==> config.mk <==
export PLATFORM = sky130hd
export DESIGN_NAME = spdif_rate_sense
export DESIGN_NICKNAME = d
export VERILOG_FILES = /design/src/rtl/spdr_pkg.sv /design/src/rtl/spdr_sync_edge.sv /design/src/rtl/spdr_width_meter.sv /design/src/rtl/spdr_mode_pick.sv /design/src/rtl/spdif_rate_sense.sv
export SDC_FILE = /design/constraint.sdc
export NUM_CORES = 1
export LEC_CHECK = 0
export ABC_AREA = 1
export ABC_CLOCK_PERIOD_IN_PS = 9100
export BUFFER_PORTS_ARGS = -buffer_cell sky130_fd_sc_hd__buf_2
export CAP_MARGIN = 20
export CORE_MARGIN = 2
export CORE_UTILIZATION = 56
export DETAILED_ROUTE_END_ITERATION = 12
export MAX_ROUTING_LAYER = met4
export PLACE_DENSITY = 0.74
export SETUP_SLACK_MARGIN = 0.2
export SLEW_MARGIN = 10
export SYNTH_ARGS = -nofsm -noshare
export SYNTH_HDL_FRONTEND = slang
export SYNTH_SLANG_ARGS = --single-unit
==> constraint.sdc <==
create_clock -name clk -period 9.1 [get_ports clk]
set_clock_uncertainty 0.05 [all_clocks]
set_input_delay 0.455 -clock clk [delete_from_list [all_inputs] [get_ports clk]]
set_output_delay 0.455 -clock clk [all_outputs]
set_load 0.02 [all_outputs]
==> src/rtl/spdr_pkg.sv <==
package spdr_pkg;

    typedef logic [2:0] mode_t;

    localparam mode_t MODE_NONE = 3'd7;

    // write-port register addresses
    localparam int ADDR_WIN  = 0;
    localparam int ADDR_CTRL = 1;
    localparam int ADDR_MASK = 2;
    localparam int ADDR_STAT = 3;
    localparam int ADDR_THR0 = 4;

    // event-flag bit raised on a mode change
    localparam int CHG_BIT = 2;

endpackage

==> src/rtl/spdr_sync_edge.sv <==
module spdr_sync_edge #(
    parameter int SYNC_STAGES = 2
) (
    input  logic clk,
    input  logic rst,
    input  logic din,
    output logic edge_o
);
    localparam int SH_W = SYNC_STAGES + 1;

    logic [SH_W-1:0] sh_d, sh_q;

    always_comb begin
        sh_d = {sh_q[SH_W-2:0], din};
    end

    always_ff @(posedge clk) begin
        if (rst) sh_q <= '0;
        else     sh_q <= sh_d;
    end

    // previous synchronized sample vs current synchronized sample
    assign edge_o = sh_q[SH_W-1] ^ sh_q[SH_W-2];

endmodule

==> src/rtl/spdr_width_meter.sv <==
module spdr_width_meter #(
    parameter int WID_W = 10,
    parameter int WIN_W = 20
) (
    input  logic             clk,
    input  logic             rst,
    input  logic             en,
    input  logic             edge_i,
    input  logic [WIN_W-1:0] win_len,
    output logic             win_end_o,
    output logic [WID_W-1:0] win_min_o,
    output logic [WID_W-1:0] win_max_o,
    output logic             win_seen_o
);
    localparam logic [WID_W-1:0] WID_MAX = {WID_W{1'b1}};

    typedef struct packed {
        logic [WID_W-1:0] cnt;
        logic [WIN_W-1:0] tick;
        logic [WID_W-1:0] wmin;
        logic [WID_W-1:0] wmax;
        logic             seen;
    } meter_t;

    localparam meter_t METER_CLR = '{cnt: '0, tick: '0, wmin: WID_MAX,
                                     wmax: '0, seen: 1'b0};

    meter_t m_d, m_q;
    logic [WID_W-1:0] width;
    logic             win_end;

    always_comb begin
        width   = (m_q.cnt == WID_MAX) ? WID_MAX : m_q.cnt + 1'b1;
        win_end = (win_len != '0) && (m_q.tick >= win_len - 1'b1);
        m_d     = m_q;

        if (edge_i)                 m_d.cnt = '0;
        else if (m_q.cnt != WID_MAX) m_d.cnt = m_q.cnt + 1'b1;

        if (win_len == '0)  m_d.tick = '0;
        else if (win_end)   m_d.tick = '0;
        else                m_d.tick = m_q.tick + 1'b1;

        if (win_end) begin
            // current edge opens the new window
            m_d.wmin = edge_i ? width : WID_MAX;
            m_d.wmax = edge_i ? width : '0;
            m_d.seen = edge_i;
        end else if (edge_i) begin
            if (width < m_q.wmin) m_d.wmin = width;
            if (width > m_q.wmax) m_d.wmax = width;
            m_d.seen = 1'b1;
        end

        if (!en) m_d = METER_CLR;
    end

    always_ff @(posedge clk) begin
        if (rst) m_q <= METER_CLR;
        else     m_q <= m_d;
    end

    assign win_end_o  = en && win_end;
    assign win_min_o  = m_q.wmin;
    assign win_max_o  = m_q.wmax;
    assign win_seen_o = m_q.seen;

endmodule

==> src/rtl/spdr_mode_pick.sv <==
module spdr_mode_pick
    import spdr_pkg::*;
#(
    parameter int WID_W = 10,
    parameter int THR_W = 10,
    parameter int NTHR  = 6
) (
    input  logic [WID_W-1:0]            metric,
    input  logic [NTHR-1:0][THR_W-1:0]  thr,
    output mode_t                       mode_o
);
    localparam int CW = ((WID_W + 1) > THR_W) ? (WID_W + 1) : THR_W;

    logic [CW-1:0]   twice;
    logic [NTHR-1:0] hit;

    assign twice = CW'({metric, 1'b0});

    for (genvar g = 0; g < NTHR; g++) begin : g_rung
        assign hit[g] = twice > CW'(thr[g]);
    end

    always_comb begin
        mode_o = mode_t'(NTHR);
        for (int i = NTHR - 1; i >= 0; i--) begin
            if (hit[i]) mode_o = mode_t'(i);
        end
    end

endmodule

==> src/rtl/spdif_rate_sense.sv <==
module spdif_rate_sense
    import spdr_pkg::*;
#(
    parameter int WIN_W       = 20,
    parameter int WID_W       = 10,
    parameter int THR_W       = 10,
    parameter int NMODE       = 7,
    parameter int IRQ_W       = 8,
    parameter int ADDR_W      = 4,
    parameter int SYNC_STAGES = 2,
    parameter int DEF_WIN     = 333333
) (
    input  logic              clk,
    input  logic              rst,
    input  logic              en,
    input  logic              serial_in,
    input  logic              wr_en,
    input  logic [ADDR_W-1:0] wr_addr,
    input  logic [WIN_W-1:0]  wr_data,
    output logic [2:0]        mode_o,
    output logic [WID_W-1:0]  max_width_o,
    output logic [IRQ_W-1:0]  irq_stat_o,
    output logic              irq_o
);
    localparam int NTHR = NMODE - 1;

    typedef struct packed {
        logic [WIN_W-1:0]           win_len;
        logic                       sel_min;
        logic [IRQ_W-1:0]           mask;
        logic [NTHR-1:0][THR_W-1:0] thr;
        mode_t                      mode;
        logic [WID_W-1:0]           maxw;
        logic [IRQ_W-1:0]           stat;
    } regs_t;

    localparam regs_t REGS_RST = '{win_len: WIN_W'(DEF_WIN), sel_min: 1'b1,
                                   mask: '0, thr: '0, mode: MODE_NONE,
                                   maxw: '0, stat: '0};

    regs_t r_d, r_q;

    logic             edge_w;
    logic             win_end;
    logic [WID_W-1:0] win_min, win_max;
    logic             win_seen;
    mode_t            picked;
    logic [WID_W-1:0] metric;

    spdr_sync_edge #(.SYNC_STAGES(SYNC_STAGES)) u_sync (
        .clk    (clk),
        .rst    (rst),
        .din    (serial_in),
        .edge_o (edge_w)
    );

    spdr_width_meter #(.WID_W(WID_W), .WIN_W(WIN_W)) u_meter (
        .clk        (clk),
        .rst        (rst),
        .en         (en),
        .edge_i     (edge_w),
        .win_len    (r_q.win_len),
        .win_end_o  (win_end),
        .win_min_o  (win_min),
        .win_max_o  (win_max),
        .win_seen_o (win_seen)
    );

    assign metric = r_q.sel_min ? win_min : win_max;

    spdr_mode_pick #(.WID_W(WID_W), .THR_W(THR_W), .NTHR(NTHR)) u_pick (
        .metric (metric),
        .thr    (r_q.thr),
        .mode_o (picked)
    );

    always_comb begin
        mode_t            nxt_mode;
        logic [WID_W-1:0] nxt_max;

        r_d      = r_q;
        nxt_mode = win_seen ? picked : MODE_NONE;
        nxt_max  = win_seen ? win_max : '0;

        if (wr_en) begin
            if (wr_addr == ADDR_W'(ADDR_WIN))  r_d.win_len = wr_data;
            if (wr_addr == ADDR_W'(ADDR_CTRL)) r_d.sel_min = wr_data[0];
            if (wr_addr == ADDR_W'(ADDR_MASK)) r_d.mask    = wr_data[IRQ_W-1:0];
            if (wr_addr == ADDR_W'(ADDR_STAT)) r_d.stat    = r_q.stat & ~wr_data[IRQ_W-1:0];
            for (int i = 0; i < NTHR; i++) begin
                if (wr_addr == ADDR_W'(ADDR_THR0 + i)) r_d.thr[i] = wr_data[THR_W-1:0];
            end
        end

        if (win_end) begin
            if (nxt_mode != r_q.mode) r_d.stat[CHG_BIT] = 1'b1;
            r_d.mode = nxt_mode;
            r_d.maxw = nxt_max;
        end
    end

    always_ff @(posedge clk) begin
        if (rst) r_q <= REGS_RST;
        else     r_q <= r_d;
    end

    assign mode_o      = r_q.mode;
    assign max_width_o = r_q.maxw;
    assign irq_stat_o  = r_q.stat;
    assign irq_o       = |(r_q.stat & r_q.mask);

endmodule

==> report_table.html <==
<table>
<tr><th>Metric</th><th>Value</th></tr>
<tr><th colspan="2">Global route</th></tr>
<tr><td>GR Overflow Total</td><td>0</td></tr>
<tr><td>All-layer global routing usage</td><td>0.2545</td></tr>
<tr><td>Number of global-route vias before repair</td><td>7586</td></tr>
<tr><td>Maximum number of pins on one net before global-route repair</td><td>91</td></tr>
<tr><td>First-pass GRT wire length</td><td>35480 um</td></tr>
<tr><td>Initial antenna violation count</td><td>0</td></tr>
<tr><th colspan="2">Clocking</th></tr>
<tr><td>CTS tree</td><td>yes</td></tr>
<tr><td>Number of sinks handled by clock tree synthesis</td><td>164</td></tr>
<tr><td>Quantity of gates resized following cts</td><td>0</td></tr>
<tr><td>H-tree Lvls</td><td>4</td></tr>
<tr><td>Post-CTS repair timing setup buffer count</td><td>0</td></tr>
<tr><td>TritonCTS buffer count</td><td>17</td></tr>
<tr><td>Clock-pin slew on the worst setup and hold paths</td><td>0.07 ns</td></tr>
<tr><td>Bufs on Longest Clock Path</td><td>2</td></tr>
<tr><td>Hold-fix buffer count after cts</td><td>0</td></tr>
<tr><td>Cell at the root of the clock tree</td><td>clkbuf_16</td></tr>
<tr><td>Insertion delay of the later-clocked pin in the worst-skew pair</td><td>0.43 ns</td></tr>
<tr><th colspan="2">Yosys</th></tr>
<tr><td>Net count after synthesis</td><td>1394</td></tr>
<tr><td>Mean area per synthesized cell</td><td>7.313 um^2</td></tr>
<tr><td>Summed instance area of the synthesized netlist</td><td>9273 um^2</td></tr>
<tr><td>Cells after Synth</td><td>1268</td></tr>
<tr><td>Portion of the post-synthesis area used by sequential elements</td><td>0.3541</td></tr>
<tr><td>Distinct cell type count of the synthesized netlist</td><td>45</td></tr>
<tr><td>Number of register bits inferred by synthesis</td><td>164</td></tr>
<tr><td>Total of warnings raised by yosys</td><td>0</td></tr>
<tr><th colspan="2">Die</th></tr>
<tr><td>Number of cell rows</td><td>47</td></tr>
<tr><td>Initial cell density of the core</td><td>0.5652</td></tr>
<tr><td>Overall die width</td><td>132.7 um</td></tr>
<tr><td>Top-level I/O count</td><td>51</td></tr>
<tr><td>Die Footprint</td><td>17600 um^2</td></tr>
<tr><td>Y dimension of the die</td><td>132.7 um</td></tr>
<tr><td>Placeable core area</td><td>16410 um^2</td></tr>
<tr><th colspan="2">Routing</th></tr>
<tr><td>Metal-1 WL</td><td>9902 um</td></tr>
<tr><td>WL/cell</td><td>13.85 um</td></tr>
<tr><td>Iteration-0 DRC count of the detailed router</td><td>485</td></tr>
<tr><td>Met3 wire len</td><td>934 um</td></tr>
<tr><td>Uppermost layer routed</td><td>met4</td></tr>
<tr><td>Final routed wirelength across all metal layers</td><td>21100 um</td></tr>
<tr><td>Routed wl met2</td><td>9829 um</td></tr>
<tr><td>Mean number of vias per cell</td><td>5.266</td></tr>
<tr><td>Total via count in the routed design</td><td>8020</td></tr>
<tr><td>Antenna violation net count after detailed routing</td><td>0</td></tr>
<tr><td>Pre-antenna DRT Iters</td><td>8</td></tr>
<tr><td>Post-detailed-route DRC marker count</td><td>0</td></tr>
<tr><th colspan="2">Worst setup path</th></tr>
<tr><td>Max Fanout on Critical Path</td><td>17</td></tr>
<tr><td>Reg-to-reg critical path startpoint</td><td>r_q[90]</td></tr>
<tr><td>Worst reg2reg path endpoint</td><td>max_width_o[1]</td></tr>
<tr><td>Endpoint class of the critical path</td><td>flop</td></tr>
<tr><td>Req. time, crit path</td><td>9.41 ns</td></tr>
<tr><td>Data arrival time of the worst path</td><td>4.18 ns</td></tr>
<tr><td>FF-to-FF path depth</td><td>24</td></tr>
<tr><td>Worst setup path category</td><td>flop to flop</td></tr>
<tr><td>Flop2flop setup slack</td><td>5.23 ns</td></tr>
<tr><td>Critical path launch point type</td><td>flop</td></tr>
<tr><th colspan="2">STA</th></tr>
<tr><td>Number of pins with negative max-slew slack in the final report</td><td>0</td></tr>
<tr><td>Post-layout min period</td><td>3.872 ns</td></tr>
<tr><td>Worst-case headroom to the max-slew limit</td><td>0.2604</td></tr>
<tr><td>Least-Margin Pin Slew</td><td>1.098 ns</td></tr>
<tr><td>Hold violation total from the final report</td><td>0</td></tr>
<tr><td>Setup violations, final</td><td>0</td></tr>
<tr><td>Setup TNS</td><td>0 ns</td></tr>
<tr><td>Max frequency</td><td>0.2583 GHz</td></tr>
<tr><td>Part of the cycle the worst path needs</td><td>0.4255</td></tr>
<tr><td>RSZ-0062 raised after global routing</td><td>false</td></tr>
<tr><th colspan="2">Final layout</th></tr>
<tr><td>Number of antenna repair diodes</td><td>0</td></tr>
<tr><td>Total number of nets in the final design</td><td>1416</td></tr>
<tr><td>Most frequent standard cell in the layout excluding fill and tap cells</td><td>nand2_1</td></tr>
<tr><td>Final standard cell utilization of the core</td><td>0.6184</td></tr>
<tr><td>Area added between synthesis and finish</td><td>9.419%</td></tr>
<tr><td>Leading cell types in the layout, fill and taps excluded</td><td>190 x nand2_1, 182 x inv_1, 164 x dfxtp_1</td></tr>
<tr><td>Ratio of cells with drive above 1 in the final layout</td><td>0.08979</td></tr>
<tr><th colspan="2">Placed design</th></tr>
<tr><td>Number of buffers added on ports</td><td>50</td></tr>
<tr><td>Final estimated routing congestion in global placement</td><td>0.8720</td></tr>
<tr><td>Placed wire-length estimate after detailed placement</td><td>15480 um</td></tr>
<tr><th colspan="2">Pwr</th></tr>
<tr><td>Cell Int Power</td><td>1.185 mW</td></tr>
<tr><td>Seq pwr share</td><td>0.467</td></tr>
<tr><td>IR drop worst, VDD</td><td>135.3 uV</td></tr>
<tr><td>Leakage power</td><td>4.389 nW</td></tr>
<tr><td>Net switching power of the design</td><td>0.3965 mW</td></tr>
<tr><td>Share of total power in combinational logic</td><td>0.076</td></tr>
<tr><td>Power Density</td><td>155.9 nW/um^2</td></tr>
<tr><td>Sw Ratio</td><td>0.2507</td></tr>
<tr><td>Clock network fraction of design power</td><td>0.457</td></tr>
<tr><th colspan="2">Min path</th></tr>
<tr><td>Number of cells on the worst hold path</td><td>3</td></tr>
<tr><td>Start point of the worst hold path</td><td>wr_data[16]</td></tr>
<tr><td>Min-Delay Endpoint</td><td>r_q[106]</td></tr>
<tr><td>Hold/Removal Path Class</td><td>input port to flop</td></tr>
<tr><th colspan="2">Outcome</th></tr>
<tr><td>Status</td><td>completed</td></tr>
<tr><th colspan="2">Run</th></tr>
<tr><td>Max-capacitance violation count</td><td>0</td></tr>
</table>
==> power groups by stage <==
stage	logic [mW]	registers [mW]	clock network [mW]
6_report	0.120	0.738	0.723
5_1_grt	0.139	0.740	0.758
4_1_cts	0.119	0.738	0.731
3_5_place_dp	0.118	0.754	0
3_3_place_gp	0.115	0.754	0
2_1_floorplan	0.0846	0.751	0
==> how the worst max path moves through the flow <==
stage	startpoint	to
after detailed placement	r_q[90]	u_meter.m_q[28]
after CTS	r_q[90]	u_meter.m_q[28]
after floorplan	r_q[90]	max_width_o[7]
final	r_q[90]	max_width_o[1]
after global placement	r_q[90]	u_meter.m_q[28]
after global routing	r_q[90]	u_meter.m_q[28]
==> synth_stat cells (all sizes together) <==
| cell type | n | area share |
|---|---|---|
| a211oi | 5 | 0.0040 |
| a21boi | 1 | 0.00081 |
| a21o | 1 | 0.00081 |
| a21oi | 148 | 0.080 |
| a221oi | 2 | 0.0019 |
| a22o | 1 | 0.00094 |
| a31oi | 1 | 0.00068 |
| a32o | 1 | 0.0011 |
| and3 | 2 | 0.0013 |
| buf | 27 | 0.021 |
| clkbuf | 28 | 0.011 |
| clkinv | 11 | 0.0045 |
| dfxtp | 164 | 0.35 |
| ha | 97 | 0.13 |
| inv | 184 | 0.074 |
| nand2 | 196 | 0.081 |
| nand3 | 60 | 0.035 |
| nand3b | 5 | 0.0040 |
| nand4 | 12 | 0.0081 |
| nor2 | 122 | 0.053 |
| nor3 | 19 | 0.013 |
| nor3b | 8 | 0.0070 |
| nor4 | 4 | 0.0027 |
| o211ai | 11 | 0.0089 |
| o21ai | 122 | 0.066 |
| o21bai | 1 | 0.00081 |
| o311ai | 1 | 0.00094 |
| o31ai | 2 | 0.0016 |
| o32ai | 1 | 0.00094 |
| or2 | 2 | 0.0014 |
| xnor2 | 6 | 0.0057 |
| xor2 | 23 | 0.022 |
==> logic make-up after synthesis <==
logic type                 share of synthesized area
and+or+nand+nor                               0.2073
AOI/OAI and AO/OA                             0.1692
buffers and inverters                         0.1112
DFF                                           0.3541
adders and majority gates                     0.1309
xor gates and xnor gates                     0.02739
==> state kept, by name, summed over array words and instances, names as in the netlist <==
register,cells
u_meter.win_min_o,10
mode_o,3
u_meter.m_q,30
u_meter.win_seen_o,1
u_meter.win_max_o,10
irq_stat_o,8
max_width_o,10
u_sync.sh_q,3
r_q,89
==> worst max-delay path: stages, from the launching register on <==
cell,delay (ns)
dfxtp_1,0.33
inv_1,0.14
ha_1,0.20
inv_1,0.05
nor2_1,0.19
inv_1,0.10
nor3_1,0.29
nand2_1,0.13
nor2_1,0.17
nand2_1,0.09
xor2_1,0.13
inv_1,0.06
ha_1,0.26
nand2_1,0.06
inv_1,0.05
nand3_1,0.07
nor2_1,0.13
nand3_1,0.09
nand4_1,0.12
nand2_1,0.14
inv_1,0.12
nand2_1,0.23
inv_2,0.31
nand3_1,0.11
a21oi_1,0.16
==> area by class of cell <==
class,count,area [um^2]
clock buffers,19,442.9
clock inverters,13,146.4
fillers,1469,6261
inverters,195,732.0
multi-input cells,854,4959
flip-flops and latches,164,3283
well taps,220,275.3
repair buffers,58,307.8
==> per-layer routing <==
| metal | GRT usage | vias up |
|---|---|---|
| li1 | - | 4203 |
| met1 | 0.3193 | 3604 |
| met2 | 0.4180 | 173 |
| met3 | 0.04253 | 40 |
| met4 | 0.08483 | 0 |
| met5 | - | - |
==> per-stage QoR <==
stage	power (mW)	instances	setup WS [ns]	hold slack, ns	instance area, um^2
6_report	1.581	1523	5.228	0.1848	10150
5_1_grt	1.636	1523	4.807	0.2018	10150
4_1_cts	1.589	1520	5.208	0.1808	10130
3_5_place_dp	0.8722	1488	5.243	0.3423	9537
3_3_place_gp	0.8687	1488	5.378	0.3405	9537
2_1_floorplan	0.8358	1268	5.950	0.3383	9273
(Power assumes the default switching activity.)
